**config.mk**
```make
export PLATFORM = sky130hd
export DESIGN_NAME = cs_select_unit
export DESIGN_NICKNAME = d
export VERILOG_FILES = /design/src/rtl/cs_pkg.sv /design/src/rtl/cs_regs.sv /design/src/rtl/cs_line.sv /design/src/rtl/cs_select_unit.sv
export SDC_FILE = /design/constraint.sdc
export NUM_CORES = 1
export LEC_CHECK = 0
export ABC_AREA = 1
export CORE_AREA = 2 2 71 56
export CTS_CLUSTER_SIZE = 8
export DETAILED_ROUTE_END_ITERATION = 6
export DIE_AREA = 0 0 73 58
export DONT_BUFFER_PORTS = 1
export PLACE_DENSITY = 0.61
export SKIP_LAST_GASP = 1
export SYNTH_ARGS = -nofsm -noshare
export SYNTH_HDL_FRONTEND = slang
export SYNTH_SLANG_ARGS = --single-unit
```
**constraint.sdc**
```tcl
create_clock -name clk -period 0.9 [get_ports clk]
set_input_delay 0.045 -clock clk [delete_from_list [all_inputs] [get_ports clk]]
set_output_delay 0.045 -clock clk [all_outputs]
set_load 0.05 [all_outputs]
```
**src/rtl/cs_pkg.sv**
```systemverilog
package cs_pkg;
  localparam int CS_MAX     = 8;
  localparam int REG_ADDR_W = 4;
  localparam int REG_DATA_W = 32;
  localparam logic [REG_ADDR_W-1:0] ADDR_POLARITY = 4'h0;
  localparam logic [REG_ADDR_W-1:0] ADDR_OVERRIDE = 4'h1;

  typedef struct packed {
    logic [CS_MAX-1:0] lvl;  // forced pin level, bits 15:8
    logic [CS_MAX-1:0] en;   // override enable, bits 7:0
  } ovr_t;
endpackage

```
**src/rtl/cs_regs.sv**
```systemverilog
module cs_regs
  import cs_pkg::*;
(
  input  logic                  clk,
  input  logic                  rst_n,
  input  logic                  wr_en_i,
  input  logic [REG_ADDR_W-1:0] wr_addr_i,
  input  logic [REG_DATA_W-1:0] wr_data_i,
  input  logic [REG_ADDR_W-1:0] rd_addr_i,
  output logic [REG_DATA_W-1:0] rd_data_o,
  output logic [CS_MAX-1:0]     pol_o,
  output ovr_t                  ovr_o
);
  localparam int OVR_W = $bits(ovr_t);

  logic [CS_MAX-1:0] pol_q;
  ovr_t              ovr_q;

  always_ff @(posedge clk or negedge rst_n) begin
    if (!rst_n) begin
      pol_q <= '0;
      ovr_q <= '0;
    end else if (wr_en_i) begin
      if (wr_addr_i == ADDR_POLARITY) pol_q <= wr_data_i[CS_MAX-1:0];
      if (wr_addr_i == ADDR_OVERRIDE) ovr_q <= ovr_t'(wr_data_i[OVR_W-1:0]);
    end
  end

  always_comb begin
    rd_data_o = '0;
    case (rd_addr_i)
      ADDR_POLARITY: rd_data_o[CS_MAX-1:0] = pol_q;
      ADDR_OVERRIDE: rd_data_o[OVR_W-1:0]  = ovr_q;
      default:       rd_data_o = '0;
    endcase
  end

  assign pol_o = pol_q;
  assign ovr_o = ovr_q;
endmodule

```
**src/rtl/cs_line.sv**
```systemverilog
module cs_line #(
  parameter bit USED   = 1'b1,
  parameter bit OVR_OK = 1'b1
) (
  input  logic pol_i,
  input  logic busy_i,
  input  logic sel_i,
  input  logic ovr_en_i,
  input  logic ovr_lvl_i,
  output logic pin_o
);
  logic eng_active;
  logic take_ovr;

  assign eng_active = USED && busy_i && sel_i;
  assign take_ovr   = USED && OVR_OK && ovr_en_i;

  always_comb begin
    if (take_ovr)        pin_o = ovr_lvl_i;
    else if (eng_active) pin_o = pol_i;
    else                 pin_o = ~pol_i;
  end
endmodule

```
**src/rtl/cs_select_unit.sv**
```systemverilog
module cs_select_unit
  import cs_pkg::*;
#(
  parameter int CS_COUNT      = 8,
  parameter int RESERVED_LINE = 7
) (
  input  logic                  clk,
  input  logic                  rst_n,
  input  logic                  wr_en_i,
  input  logic [REG_ADDR_W-1:0] wr_addr_i,
  input  logic [REG_DATA_W-1:0] wr_data_i,
  input  logic [REG_ADDR_W-1:0] rd_addr_i,
  output logic [REG_DATA_W-1:0] rd_data_o,
  input  logic                  eng_busy_i,
  input  logic [CS_MAX-1:0]     eng_sel_i,
  output logic [CS_MAX-1:0]     cs_pin_o
);
  localparam int LINES = (CS_COUNT > CS_MAX) ? CS_MAX : CS_COUNT;

  logic [CS_MAX-1:0] pol_q;
  ovr_t              ovr_q;

  cs_regs u_regs (
    .clk       (clk),
    .rst_n     (rst_n),
    .wr_en_i   (wr_en_i),
    .wr_addr_i (wr_addr_i),
    .wr_data_i (wr_data_i),
    .rd_addr_i (rd_addr_i),
    .rd_data_o (rd_data_o),
    .pol_o     (pol_q),
    .ovr_o     (ovr_q)
  );

  for (genvar g = 0; g < CS_MAX; g++) begin : g_line
    cs_line #(
      .USED   (g < LINES),
      .OVR_OK (g != RESERVED_LINE)
    ) u_line (
      .pol_i     (pol_q[g]),
      .busy_i    (eng_busy_i),
      .sel_i     (eng_sel_i[g]),
      .ovr_en_i  (ovr_q.en[g]),
      .ovr_lvl_i (ovr_q.lvl[g]),
      .pin_o     (cs_pin_o[g])
    );
  end
endmodule

```
==> summary.md <==
| Metric | Value |
|---|---|
| Status | `complete, but fails checks` |
| Failing checks | `negative hold slack, negative setup slack` |
| Skew-Pair Late Insertion Delay | `roughly 270 ps` |
| Crit-path max FO | `4` |
| First-pass GRT wire length | `about 7000 um` |
| Crit. End Element | `output pin` |
| TritonCTS clock tree | `done` |
| Fmax | `0.829 GHz` |
| Pwr/cell area | `1680 mW/mm^2` |
| Period utilization | `1.34` |
| WS Path Type | `flop to output pin` |
| CTS root buf | `clkbuf_8` |
| Max-cap violation count | `0` |
| Ys Warns | `0` |
| Worst R2R End | `u_regs.pol_o[2]` |
| Asr flop ratio synth | `1.00` |
| Synth Cell Area | `between 0.0015 and 0.002 sq mm` |
| FF+latch count, synth | `24` |
| Net Sw Frac | `0.399` |
| Tightest Hold Check Type | `primary input to flop` |
| FILL cells | `280` |
| Antenna cells | `0` |
| Post-layout min period | `between 1000 and 1500 ps` |
| Clock network fraction of total power | `0.173` |
| Seq/Total Area, Yosys | `0.349` |
| Wirelength per Cell | `between 10 and 15 um` |
| Highest metal used | `met4` |
| Pint | `about 0.0026 W` |
| R2R setup slack | `20 ps` |
| IR drop worst, VDD | `1250 uV` |
| Initial DRC Count | `slightly above 90` |
| R2r worst-path depth | `4` |
| Unrepaired setup endpoints after global routing | `yes` |
| Gp weighted congestion | `0.786` |
| Placed insts | `between 200 and 300` |
| Final Non-Filler Cells | `324` |
| Final wirelength | `4530 um` |
| Largest net degree at the start of global routing | `27` |
| Reg clk slew, reported paths | `roughly 80 ps` |
| Yosys top cell area share | `0.349` |
| Slew Limit Headroom | `0.275` |
| Critical path launch point type | `flop` |
| CTS Buf Count | `3` |
| Met3 wire len | `between 300 and 400 um` |
| Final Util | `0.714` |
| TNS Setup | `-4640 ps` |
| Final HPWL DP | `a little over 3000 um` |
| Sw Pwr | `between 0.0015 and 0.002 W` |
| WL met1 | `~1800 um` |
| Worst path arrival time | `roughly 1200 ps` |
| Reg-to-reg startpoint | `u_regs.pol_o[2]` |
| Final setup fails | `24` |
| DRT Pass-1 Iters | `4` |
| Top cells by count, synth | `nand2_1, nand4_1, buf_4, dfrtp_1, inv_1` |
| Clk sink count | `24` |
| Number of global-route vias before repair | `1,492` |
| PortBufs | `0` |
| Synth unique cells | `18` |
| End of the critical path | `cs_pin_o[6]` |
| Initial cell density of the core | `0.486` |
| Initial antenna violation count | `0` |
| Final hold vios | `24` |
| Crit. Startpoint | `u_regs.pol_o[6]` |
| Layout Area Growth over Synthesis | `46.8%` |
| Most frequent cell after synthesis | `nand2_1` |
| H-tree Lvls | `1` |
| Setup ws final | `-306 ps` |
| Met2 WL | `between 2000 and 2500 um` |
| Power share of the sequential group | `0.356` |
| Layout cells sized above 1 | `0.309` |
| Drt via density | `between 5 and 6` |
| Die Area | `approximately 0.0042 sq mm` |
| Clk_skew | `0 ps` |
| Rows | `19` |
| Post-synthesis cell type with the largest combined area | `dfrtp_1` |
| DRT antenna net count | `0` |
| Dominant synthesized flop cell | `dfrtp_1` |
| Synthesized instance count | `approximately 240` |
| Avg Synthesized Cell Area | `roughly 7.3 sq um` |
| Area contributors post-synth | `dfrtp_1, nand2_1, buf_4` |
| Gr ovfl total | `0` |
| Hold buffers post-CTS | `17` |
| Hold Slack | `-71.9 ps` |
| Gr usage total | `0.217` |
| Via count | `1,711` |
| Combinational power share | `0.470` |
| Core area | `around 0.0035 sq mm` |
| Nets | `about 340` |
| Worst-margin pin slew | `approximately 1100 ps` |
| Worst slack, placed | `between 4 and 5 ps` |
| Hold Path Origin | `wr_en_i` |
| Count of pins over their slew limit | `0` |
| Crit path required time | `between 800 and 900 ps` |
| Longest Clk Path Bufs | `2` |
| Die Wd | `between 70 and 80 um` |
| Die H | `~58 um` |
| # IOs | `around 90` |
| DRC | `0` |
| EDFF count, synth | `0` |
| P_leak | `about 1.2 nW` |
[cell families after synthesis]
logic type	count (synthesis)	synth area share
other	1	0.00218
XOR/XNOR	1	0.00508
buffers and inverters	53	0.187
AND/OR/NAND/NOR	156	0.457
flip-flops	24	0.349
[cells in the final DEF (no fill, tap or decap)]
| master | count |
|---|---|
| buf_12 | 24 |
| buf_4 | 20 |
| clkbuf_8 | 4 |
| conb_1 | 16 |
| dfrtp_1 | 24 |
| dlygate4sd3_1 | 16 |
| dlymetal6s4s_1 | 1 |
| inv_1 | 15 |
| inv_2 | 5 |
| nand2_1 | 71 |
| nand2_2 | 15 |
| nand2_4 | 1 |
| nand3_1 | 12 |
| nand3_2 | 3 |
| nand3_4 | 2 |
| nand3b_1 | 7 |
| nand4_1 | 32 |
| nor2_2 | 6 |
| nor2_4 | 6 |
| nor2_8 | 1 |
| xor2_1 | 1 |
[sequential cells by signal, summed over array words and instances (netlist names)]
signal        flops
u_regs.ovr_o     16
u_regs.pol_o      8
[critical path, stage by stage, from the launching register on]
cell and delay, ps:
dfrtp_1 410, inv_1 80, nand3_2 50, nand3b_1 120, nand2_2 80, buf_12 150
[worst min path at each step]
stage / slack [ps] / depth (start not counted) / to
after detailed placement: -250 / 0 / u_regs.ovr_o[10]
final: -70 / 2 / u_regs.ovr_o[11]
after floorplan: -250 / 0 / u_regs.ovr_o[0]
after CTS: -80 / 2 / u_regs.ovr_o[8]
after global placement: -250 / 0 / u_regs.ovr_o[10]
after global routing: -80 / 2 / u_regs.ovr_o[8]
[metrics by stage]
stage	power [W]	hold slack [ps]	cell area [sq um]
global route	0.00448	-79.8	2530
finish	0.00426	-71.9	2530
floorplan	0.00276	-251	1800
CTS	0.00417	-82.2	2470
global placement	0.00320	-250	2150
detailed placement	0.00322	-250	2150
[final cells by class]
cell class / count / area, sq um / share of cell area
repair buffers: 61 / 803 / 0.318
inverters: 20 / 75.1 / 0.0297
well taps: 42 / 52.6 / 0.0208
multi-input cells: 173 / 943 / 0.373
flip-flops and latches: 24 / 601 / 0.237
clock buffers: 4 / 55.1 / 0.0218
[routing by layer]
| layer | vias to the layer above | global-route usage |
|---|---|---|
| met5 | - | 0 |
| met1 | 802 | 0.281 |
| met3 | 4 | 0.0504 |
| met2 | 78 | 0.364 |
| met4 | 0 | 0.0582 |
| li1 | 827 | - |
[timing repair]
action                                 in CTS  in global routing
buffers inserted                            7                  4
setup endpoints to repair                  24                 48
endpoints found under the hold margin      48                 24
resized for setup                          13                 11
pin swaps                                  21                 11
[power by group through the flow]
| stage | Combinational [W] | Sequential, W | Clock, W |
|---|---|---|---|
| floorplan | 0.00130 | 0.00146 | 0 |
| finish | 0.00200 | 0.00152 | 0.000739 |
| global route | 0.00214 | 0.00155 | 0.000792 |
| global placement | 0.00167 | 0.00152 | 0 |
| CTS | 0.00192 | 0.00151 | 0.000749 |
| detailed placement | 0.00169 | 0.00153 | 0 |
(Power assumes the default switching activity.)
